===== src/rtl/eag_pkg.sv =====
package eag_pkg;
  typedef enum logic [1:0] {
    FMT_NONE = 2'b00,
    FMT_RX   = 2'b01,
    FMT_RS   = 2'b10
  } fmt_e;

  typedef struct packed {
    fmt_e fmt;
    logic use_index;
    logic is_shift;
    logic bad_op;
  } dec_t;

  localparam logic [7:0] OPC_LOAD     = 8'h58;
  localparam logic [7:0] OPC_LOAD_MUL = 8'h98;
  localparam logic [7:0] OPC_SHIFT_L  = 8'h89;
endpackage


===== src/rtl/eag_decode.sv =====
module eag_decode
  import eag_pkg::*;
(
  input  logic [7:0] opcode,
  output dec_t       dec
);
  always_comb begin
    dec = '{fmt: FMT_NONE, use_index: 1'b0, is_shift: 1'b0, bad_op: 1'b1};
    case (opcode)
      OPC_LOAD:     dec = '{fmt: FMT_RX, use_index: 1'b1, is_shift: 1'b0, bad_op: 1'b0};
      OPC_LOAD_MUL: dec = '{fmt: FMT_RS, use_index: 1'b0, is_shift: 1'b0, bad_op: 1'b0};
      OPC_SHIFT_L:  dec = '{fmt: FMT_RS, use_index: 1'b0, is_shift: 1'b1, bad_op: 1'b0};
      default: ;
    endcase
  end
endmodule


===== src/rtl/eag_operand.sv =====
module eag_operand #(
  parameter int DATA_W = 32,
  parameter int REG_W  = 4
) (
  input  logic [REG_W-1:0]  fld,
  input  logic              en,
  input  logic [DATA_W-1:0] data,
  output logic [DATA_W-1:0] val
);
  always_comb val = (en && (fld != '0)) ? data : '0;
endmodule


===== src/rtl/eag_sum.sv =====
module eag_sum #(
  parameter int DATA_W = 32,
  parameter int DISP_W = 12
) (
  input  logic [DATA_W-1:0] base_v,
  input  logic [DATA_W-1:0] index_v,
  input  logic [DISP_W-1:0] disp,
  output logic [DATA_W-1:0] sum
);
  localparam int PAD_W = DATA_W - DISP_W;
  always_comb sum = base_v + index_v + {{PAD_W{1'b0}}, disp};
endmodule


===== src/rtl/eff_addr_gen.sv =====
module eff_addr_gen
  import eag_pkg::*;
#(
  parameter int ADDR_W = 32,
  parameter int REG_W  = 4,
  parameter int DISP_W = 12,
  parameter int CNT_W  = 6
) (
  input  logic              clk,
  input  logic              rst,
  input  logic              in_valid,
  input  logic [31:0]       instr,
  output logic [REG_W-1:0]  rd_base_idx,
  input  logic [ADDR_W-1:0] rd_base_data,
  output logic [REG_W-1:0]  rd_idx_idx,
  input  logic [ADDR_W-1:0] rd_idx_data,
  output logic              out_valid,
  output logic [ADDR_W-1:0] eff_addr,
  output logic [CNT_W-1:0]  shift_cnt,
  output logic              is_address,
  output logic              is_count,
  output logic              illegal,
  output logic [1:0]        fmt,
  output logic [REG_W-1:0]  r1_fld,
  output logic [REG_W-1:0]  r2_fld,
  output logic [REG_W-1:0]  base_fld
);
  localparam int BASE_LSB = DISP_W;
  localparam int IDX_LSB  = DISP_W + REG_W;
  localparam int R1_LSB   = DISP_W + 2 * REG_W;
  localparam int OP_LSB   = DISP_W + 3 * REG_W;

  logic [7:0]        opcode;
  logic [REG_W-1:0]  f_r1, f_x, f_b;
  logic [DISP_W-1:0] f_disp;
  dec_t              dec;
  logic [ADDR_W-1:0] base_v, index_v, sum;

  assign opcode = instr[OP_LSB +: 8];
  assign f_r1   = instr[R1_LSB +: REG_W];
  assign f_x    = instr[IDX_LSB +: REG_W];
  assign f_b    = instr[BASE_LSB +: REG_W];
  assign f_disp = instr[0 +: DISP_W];

  assign rd_base_idx = f_b;
  assign rd_idx_idx  = f_x;

  eag_decode u_dec (.opcode(opcode), .dec(dec));

  eag_operand #(.DATA_W(ADDR_W), .REG_W(REG_W)) u_base (
    .fld(f_b), .en(1'b1), .data(rd_base_data), .val(base_v));

  eag_operand #(.DATA_W(ADDR_W), .REG_W(REG_W)) u_index (
    .fld(f_x), .en(dec.use_index), .data(rd_idx_data), .val(index_v));

  eag_sum #(.DATA_W(ADDR_W), .DISP_W(DISP_W)) u_sum (
    .base_v(base_v), .index_v(index_v), .disp(f_disp), .sum(sum));

  always_ff @(posedge clk) begin
    if (rst) begin
      out_valid  <= 1'b0;
      eff_addr   <= '0;
      shift_cnt  <= '0;
      is_address <= 1'b0;
      is_count   <= 1'b0;
      illegal    <= 1'b0;
      fmt        <= 2'b00;
      r1_fld     <= '0;
      r2_fld     <= '0;
      base_fld   <= '0;
    end else begin
      out_valid <= in_valid;
      if (in_valid) begin
        fmt        <= dec.fmt;
        r1_fld     <= f_r1;
        r2_fld     <= f_x;
        base_fld   <= f_b;
        illegal    <= dec.bad_op;
        is_count   <= !dec.bad_op && dec.is_shift;
        is_address <= !dec.bad_op && !dec.is_shift;
        eff_addr   <= (dec.bad_op || dec.is_shift) ? '0 : sum;
        shift_cnt  <= (!dec.bad_op && dec.is_shift) ? sum[CNT_W-1:0] : '0;
      end
    end
  end

  assert_strobe_latency_R1: assert property (@(posedge clk) disable iff (rst)
    in_valid |=> out_valid);
  assert_no_stray_valid_R1: assert property (@(posedge clk) disable iff (rst)
    !in_valid |=> !out_valid);
  assert_hold_idle_R1: assert property (@(posedge clk) disable iff (rst)
    !in_valid |=> ($stable(eff_addr) && $stable(shift_cnt) && $stable(fmt)));
  assert_one_kind_R9: assert property (@(posedge clk) disable iff (rst)
    out_valid |-> ($countones({is_address, is_count, illegal}) == 1));
  assert_illegal_zero_R9: assert property (@(posedge clk) disable iff (rst)
    illegal |-> (eff_addr == '0 && shift_cnt == '0 && fmt == 2'b00));
  assert_count_no_addr_R8: assert property (@(posedge clk) disable iff (rst)
    is_count |-> (eff_addr == '0));
  assert_addr_no_count_R11: assert property (@(posedge clk) disable iff (rst)
    is_address |-> (shift_cnt == '0));
  assert_reset_clear_R10: assert property (@(posedge clk)
    $past(rst) |-> (!out_valid && eff_addr == '0 && !illegal));
endmodule


===== config.mk =====
export PLATFORM = sky130hd
export DESIGN_NAME = eff_addr_gen
export DESIGN_NICKNAME = d
export VERILOG_FILES = /design/src/rtl/eag_pkg.sv /design/src/rtl/eag_decode.sv /design/src/rtl/eag_operand.sv /design/src/rtl/eag_sum.sv /design/src/rtl/eff_addr_gen.sv
export SDC_FILE = /design/constraint.sdc
export NUM_CORES = 1
export LEC_CHECK = 0
export CORE_MARGIN = 1.5
export CORE_UTILIZATION = 25
export CTS_BUF_LIST = sky130_fd_sc_hd__clkbuf_2
export DETAILED_ROUTE_END_ITERATION = 12
export SLEW_MARGIN = 15
export SYNTH_ARGS = -nofsm -noshare
export SYNTH_HDL_FRONTEND = slang
export SYNTH_HIERARCHICAL = 1
export SYNTH_SLANG_ARGS = --single-unit

===== constraint.sdc =====
create_clock -name clk -period 4.75 [get_ports clk]
set_input_delay 0.95 -clock clk [delete_from_list [all_inputs] [get_ports clk]]
set_output_delay 0.95 -clock clk [all_outputs]
set_load 0.01 [all_outputs]

== Word-level counts from Yosys, hierarchy flattened ==
Index checks and enable logic that the tools add are counted.
Widths: inputs -> output; s select.
Cells by class
  add/subtract/negate cells: 2
  equality and inequality tests: 3
  muxes and demuxes: 5
  reductions and logical operators: 8
Operators with widths (count)
  $mux 32: 3
  $add 32x12->32: 1
  $add 32x32->32: 1
  $eq 8x8->1 const B: 2
  $pmux 5 s3: 1
  $eq 8x7->1 const B: 1
  $reduce_bool 4->1: 2
  $mux 6: 1
  $logic_and 1x1->1: 3
  $logic_not 1->1: 2
  $logic_or 1x1->1: 1
Word-level totals
  bits in registers: 56
  input bits: 99
  output and inout bits: 64
  word-level logic and storage cells: 28

== Longest topological paths before layout ==
Gate-level depths: netlist of run 1.
  word-level depth: 7
  mapped depth: 18
  mapped depth without buffers: 18

== Hierarchy ==
The synthesis of run 1 kept the hierarchy.
By module, submodules not included
  eff_addr_gen: instances 1, cells an instance 240, area each 2376.0 um^2, sequential area each 1121.1 um^2
  eag_sum: instances 1, cells an instance 246, area each 2033.2 um^2, sequential area each 0.0 um^2
  eag_operand: instances 2, cells an instance 39, area each 259.0 um^2, sequential area each 0.0 um^2
  eag_decode: instances 1, cells an instance 12, area each 85.1 um^2, sequential area each 0.0 um^2

== Least setup slack after synthesis of run 1 ==
OpenSTA, ideal clock, no wires.
  path type: input -> register
  start point: in instr[25]
  end point: reg eff_addr[31]
  setup time: 0.070 ns
  arrival: 5.056 ns
  data required time: 4.680 ns
  setup slack: -0.376 ns
  stages: 17
  path buffers: 1
  path through: or4b_4 -> nor3_1 -> clkbuf_1 -> and3_1 -> fa_1 -> ha_1 -> fa_1 -> a21o_1 -> a221oi_2 -> o22ai_2 -> o211ai_2 -> o211ai_2 -> a21o_1 -> a311oi_2 -> xnor2_1 -> nand4bb_1 -> a21oi_1
RTL lines
  start, declared: line eff_addr_gen.sv:12  | input logic [31:0] instr,
  end signal, assigned: line eff_addr_gen.sv:81  | eff_addr <= (dec.bad_op || dec.is_shift) ? '0 : sum;
  end, declared: line eff_addr_gen.sv:18  | output logic [ADDR_W-1:0] eff_addr,

== Worst setup path in the final report of run 1 ==
  start point: in instr[15]
  end point: reg eff_addr[31]
On the way
  cells in the longest elaborated chain, start to end: 5
Ends and longest elaborated chain
  $reduce_bool 4->1: line eag_operand.sv:10  | always_comb val = (en && (fld != '0)) ? data : '0;
  $mux 32: line eag_operand.sv:10
  via base_v[1]: line eff_addr_gen.sv:37  | logic [ADDR_W-1:0] base_v, index_v, sum;
  $add 32x32->32: line eag_sum.sv:11  | always_comb sum = base_v + index_v + {{PAD_W{1'b0}}, disp};
  $add 32x12->32: line eag_sum.sv:11
  via sum[31]: line eff_addr_gen.sv:37
  $mux 32: line eff_addr_gen.sv:81
The timed path passes the listed nets, and every way through them passes these cells.
A chain may end at the register's enable or synchronous reset.

==> results of run 1 <==
-- Yosys cell counts (all sizes together) (2+ instances only) --
cell type / n / area [um^2]
o31ai: 2 / 15.01
xnor2: 22 / 192.7
a221oi: 2 / 23.77
a21o: 22 / 165.2
a21boi: 2 / 15.01
mux2i: 15 / 150.1
clkbuf: 34 / 127.6
o211ai: 2 / 25.02
and3: 68 / 430.4
o21ai: 10 / 50.05
a31oi: 6 / 37.54
nand4bb: 32 / 360.4
buf: 20 / 162.6
nand3: 7 / 35.03
o21a: 2 / 15.01
dfxtp: 56 / 1121
nor2b: 3 / 18.77
nand2b: 45 / 281.5
and2: 2 / 12.51
fa: 13 / 260.3
nor2: 24 / 90.09
o311ai: 2 / 25.03
a21oi: 69 / 345.3
nand2: 19 / 71.32
nand4: 5 / 31.28
nor3: 4 / 20.02
xor2: 8 / 70.07
ha: 49 / 613.1
or4: 2 / 22.52
o21bai: 4 / 30.03
inv: 8 / 30.03
nand4b: 6 / 52.55
-- cell type report --
type	count	area share
inverters	8	0.004091
multi-input cells	463	0.5006
flip-flops and latches	56	0.1527
clock inverters	2	0.002216
clock buffers	6	0.004091
diodes	1	0.0003409
repair buffers	227	0.2908
well taps	265	0.04517
-- path summary, 6_finish.rpt --
kind                     start           end  slack, ns
setup / recovery     instr[15]  eff_addr[31]       0.07
hold / removal    eff_addr[20]  eff_addr[20]       0.49
setup reg to reg   eff_addr[7]   eff_addr[7]       4.05
hold reg to reg   eff_addr[20]  eff_addr[20]       0.49
-- layer usage --
metal,share of wire,track usage,vias to the layer above
met4,0.0095,0.02977,0
met5,0,0,-
li1,-,-,2440
met1,0.46,0.1853,2296
met3,0.069,0.03974,14
met2,0.46,0.2559,147
-- where the power goes --
| group | total (uW) | switching [uW] | internal [uW] |
|---|---|---|---|
| Sequential | 483 | 3.53 | 480 |
| Clock | 207 | 168 | 39.2 |
| Combinational | 359 | 156 | 202 |
-- per-stage QoR --
| stage | hold slack, ns | power, uW |
|---|---|---|
| 2_1_floorplan | 0.4936 | 666.6 |
| 3_3_place_gp | 0.4581 | 835.3 |
| 3_5_place_dp | 0.4622 | 837.5 |
| 4_1_cts | 0.4913 | 1060 |
| 5_1_grt | 0.5081 | 1121 |
| 6_report | 0.4923 | 1049 |
-- worst max-delay path, cell delays in order --
cell and delay [ns]:
dlygate4sd2_1 0.30, or4_4 0.62, and3_4 0.23, fa_1 0.52, ha_4 0.19, fa_2 0.36, a21o_1 0.23, a221oi_4 0.30
o22ai_2 0.12, o211ai_2 0.20, o211ai_2 0.17, a21o_1 0.27, a311oi_2 0.26, xnor2_1 0.15, nand4bb_1 0.10, a21oi_1 0.17
-- flip-flops by register name, indices dropped and copies added (netlist names), 2 cells and up --
register	cells
base_fld	4
eff_addr	32
fmt	2
r1_fld	4
r2_fld	4
shift_cnt	6
-- what timing repair did --
| action | in CTS | in global routing |
|---|---|---|
| hold endpoints to repair | 0 | 0 |
| setup endpoints to repair | 9 | 11 |
| buffers inserted | 5 | 1 |
| cloned | 1 | 0 |
| gates resized for setup | 4 | 18 |
| pin swaps | 3 | 17 |
-- cell families after synthesis --
family | after synthesis | synth area share
compound gates | 130 | 0.1645
xor+xnor | 30 | 0.05242
fa+ha+maj | 62 | 0.1742
buf+inv | 62 | 0.06390
flops | 56 | 0.2237
mux | 15 | 0.02995
other cells | 1 | 0.0007482
simple gates | 220 | 0.2906
==> impl_metrics.tcl, run 1 <==
set metrics [dict create \
    die_area_mm2 0.02091 \
    layout.filler_cells 2051 \
    worst-endpoint-arrival_ns 5.16 \
    synth.avg_cell_area_um2 8.702 \
    run_status "complete, no violations" \
    skew_ns 0 \
    synth.yosys.seq_area_share 0.2237 \
    worst_skew_pair.late_latency_ns 0.52 \
    post_dp_cell_area_mm2 0.007153 \
    share_of_the_clock_period_used_by_the_worst_path_after_layout 0.9851 \
    leakage_uw 0.003369 \
    final_nets 922 \
    post-route-worst-setup-slack_ns 0.07059 \
    post-place-cells 1012 \
    final_design_area_no_fill_mm2 0.007341 \
    die_w_um 144.6 \
    grt_util_all_layers 0.1483 \
    die_height_um 144.6 \
    grt_pass1_wl_um 24190 \
    initial_utilization 0.2559 \
    wl_final_um 15590 \
    multiInputGateArea_mm2 0.003675 \
    tritoncts_num_sinks 56 \
    maximum_frequency_from_static_timing_analysis_mhz 213.7 \
    layout.cells.most_common_list "clkdlybuf4s50_1, a21oi_1, buf_4, and3_1, dfxtp_1" \
    clock_tree.htree_level_count 2 \
    tritoncts "done" \
    required_ns 5.23 \
    via_count 4897 \
    cts-root-buf "clkbuf_2" \
    cts_buffer_depth 2 \
    postRouteAntennaNets 0 \
    overflow 0 \
    worst_slew_pin_slew_ns 1.119 \
    final_period_minus_worst_setup_slack_ns 4.679 \
    synth.lib_cells_used.distinct 48 \
    asyncSetResetFlopFracSynth 0 \
    post_cts_hold_buffer_count 0 \
    buffer_ports.inserted 162 \
    drt_pre_antenna_iters 4 \
    core_area_mm2 0.01959 \
    floorplan.io_pins 163 \
    layout_commonest_cell "clkdlybuf4s50_1" \
    synth_seq_cells 56 \
    fin_util 0.3747 \
    yosysWarningCount 6 \
    antenna_found_initial 1 \
    hold_violations 0 \
    via_count_of_the_first_global_routing_pass 4897 \
    worstPathMaxFanout 5 \
    gpl.final_weighted_congestion 0.8515 \
    drt-initial-drc-count 233 \
    worst_hold_path_type "reg -> reg" \
    setup.worst_path.end_class "flop" \
    grt_max_degree 57 \
    synthToLayoutAreaGrowth_pct 46.46 \
    hpwl_um 11490 \
    drive_gt1_frac 0.1352 \
    final_cell_count_no_fill 1028 \
    clk_transition_reported_paths_ns 0.30 \
    setup.worst_path.start_class "primary input" \
    area.sequential_mm2 0.001121 \
    synth-edff-count 0 \
    drv_cap 0 \
    finalMaxSlewViolations 0 \
    finalSetupViolations 0 \
    syn-cell-area_mm2 0.005012 \
    p_per_area_mw_per_mm2 142.9 \
    post_drt_via_cell_ratio 4.764 \
    drc_errors 0 \
    hold-path-cell-count 2 \
    path_class "in -> reg" \
    synth-main-ff-cell "dfxtp_1" \
    pre_cts_setup_slack_ns -0.8574 \
    post_synthesis_instance_total 576 \
    worst_slew_margin_rel 0.2543 \
    placementRows 51 \
    ir_worst_vdd_v 0.00005910 \
    wl_per_cell_um 15.16 \
    worst-r2r-cell-count 2 \
    fin_setup_tns_ns 0 \
    cts-buffers-inserted 5 \
]
(Power assumes the default switching activity.)
==> inputs of run 2 (changes only) <==
- SKIP_CTS_REPAIR_TIMING: unset -> 1
==> run 2 against run 1 <==
  * Sequential share of layout area about the same
  * Combinational power is essentially flat
  * Utilization is essentially flat
  * Setup slack better by 0.071 ns
  * Clock skew is the same
  * Maximum frequency rose by 1.5%
  * Via count decreased by 0.33%
==> impl_metrics.tcl, run 2 (synthesis gave the netlist of run 1 again) <==
set metrics [dict create \
    run_status "complete, no violations" \
    wl_per_cell_um 15.06 \
    initial_utilization 0.2559 \
    p_per_area_mw_per_mm2 142.9 \
    reg.largest.list "eff_addr (32), shift_cnt (6)" \
    pre_cts_setup_slack_ns -0.8574 \
    grt_util_all_layers 0.1421 \
    core_area_mm2 0.01959 \
    cts-root-buf "clkbuf_2" \
    via_count_of_the_first_global_routing_pass 4821 \
    grt_pass1_wl_um 23370 \
    number_of_flip_flops_under_the_largest_register_name 32 \
    worst-r2r-cell-count 2 \
    worstPathMaxFanout 9 \
    via_count 4881 \
    layout.cells.most_common_list "clkdlybuf4s50_1, a21oi_1, buf_4" \
    required_ns 5.24 \
    tritoncts_num_sinks 56 \
    share_of_the_clock_period_used_by_the_worst_path_after_layout 0.9702 \
    wl_final_um 15510 \
    post_drt_via_cell_ratio 4.739 \
    totalPowerFinal_uw 1051 \
    buffer_ports.inserted 162 \
    path_class "in -> reg" \
    worstHoldEndpoint "eff_addr[20]" \
    clock_tree.htree_level_count 2 \
    hpwl_um 11490 \
    final_design_area_no_fill_mm2 0.007350 \
    synthToLayoutAreaGrowth_pct 46.63 \
    maximum_frequency_from_static_timing_analysis_mhz 217.0 \
    post_dp_cell_area_mm2 0.007153 \
    grt_max_degree 57 \
    skew_ns 0 \
    finalSetupViolations 0 \
    drive_gt1_frac 0.1374 \
    placementRows 51 \
    r2r_end "eff_addr[7]" \
    clk_transition_reported_paths_ns 0.31 \
    cts-buffers-inserted 5 \
    drc_errors 0 \
    crit_path_start "instr[26]" \
    fin_setup_tns_ns 0 \
    drt-initial-drc-count 229 \
    worst_slew_pin_slew_ns 1.108 \
    setup.worst_path.start_class "primary input" \
    post-route-worst-setup-slack_ns 0.1417 \
    die_area_mm2 0.02091 \
    antenna_found_initial 1 \
    ir_worst_vdd_v 0.00005990 \
    worst_hold_path_type "reg -> reg" \
    worst-endpoint-arrival_ns 5.10 \
    cts_buffer_depth 2 \
    die_height_um 144.6 \
    hold_path_startpoint "eff_addr[20]" \
    postRouteAntennaNets 0 \
    leakage_uw 0.003384 \
    layout_commonest_cell "clkdlybuf4s50_1" \
    drt_pre_antenna_iters 5 \
    reg2reg_setup_slack_ns 4.06 \
    worst_skew_pair.late_latency_ns 0.53 \
    setup.worst_path.end_class "flop" \
    finalMaxSlewViolations 0 \
    overflow 0 \
    register_containing_the_most_flip_flops_in_the_final_layout "eff_addr" \
    tritoncts "done" \
    floorplan.io_pins 163 \
    worst_slew_margin_rel 0.2611 \
    final_nets 924 \
    hold-path-cell-count 2 \
    hold_violations 0 \
    rr_startpoint "eff_addr[7]" \
    drv_cap 0 \
    gpl.final_weighted_congestion 0.8515 \
    die_w_um 144.6 \
    final_period_minus_worst_setup_slack_ns 4.608 \
]
==> run 2: changes by cell type in the layout (fill, tap and decap cells not counted), sizes merged <==
cell,before,now
dlymetal6s2s,10,11
dlygate4sd2,1,0
buf,67,69
==> run 2: layout make-up <==
type | count | area (um^2)
antenna | 1 | 2.502
fill | 2046 | 12240
timing repair buffer | 229 | 2146
tap | 265 | 331.6
clock buffer | 6 | 30.03
sequential | 56 | 1121
multi-input combinational | 463 | 3672
inverter | 8 | 30.03
clock inverter | 2 | 16.27
==> run 2: metal layers <==
layer,wire length [um],track usage
met3,1114,0.03974
met1,7006,0.1746
met5,0,0
met2,7244,0.2480
met4,146,0.02764
==> run 2: metrics by stage <==
stage          hold WS (ns)  utilization  std cells
2_1_floorplan        0.4936            -        580
3_3_place_gp         0.4581       0.3651       1012
3_5_place_dp         0.4622       0.3651       1012
4_1_cts              0.4913       0.3675       1020
5_1_grt              0.5081       0.3752       1030
6_report             0.4906       0.3752       1030
==> run 2: how the worst max path moves through the flow <==
stage / to / slack [ns] / depth (start not counted)
after floorplan: eff_addr[31] / -0.04 / 17
after global placement: eff_addr[31] / -0.73 / 16
after detailed placement: eff_addr[31] / -0.86 / 16
after CTS: eff_addr[31] / -0.25 / 16
after global routing: eff_addr[31] / -0.02 / 18
final: eff_addr[31] / 0.14 / 18
==> run 2: power breakdown <==
group / switching (uW) / total, uW / internal, uW
clock network: 169 / 208 / 39.2
registers: 3.54 / 483 / 480
logic: 156 / 359 / 204
total: 328 / 1050 / 723
==> run 2: worst max-delay path: stages <==
cell            delay (ns)
dlymetal6s2s_1        0.12
or4b_4                0.56
nor3_4                0.28
buf_4                 0.17
buf_6                 0.12
and3_1                0.17
fa_1                  0.46
ha_4                  0.29
a21o_1                0.19
a221oi_4              0.35
o22ai_2               0.13
o211ai_2              0.20
o211ai_2              0.16
a21o_1                0.26
a311oi_2              0.26
xnor2_1               0.14
nand4bb_1             0.10
a21oi_1               0.17
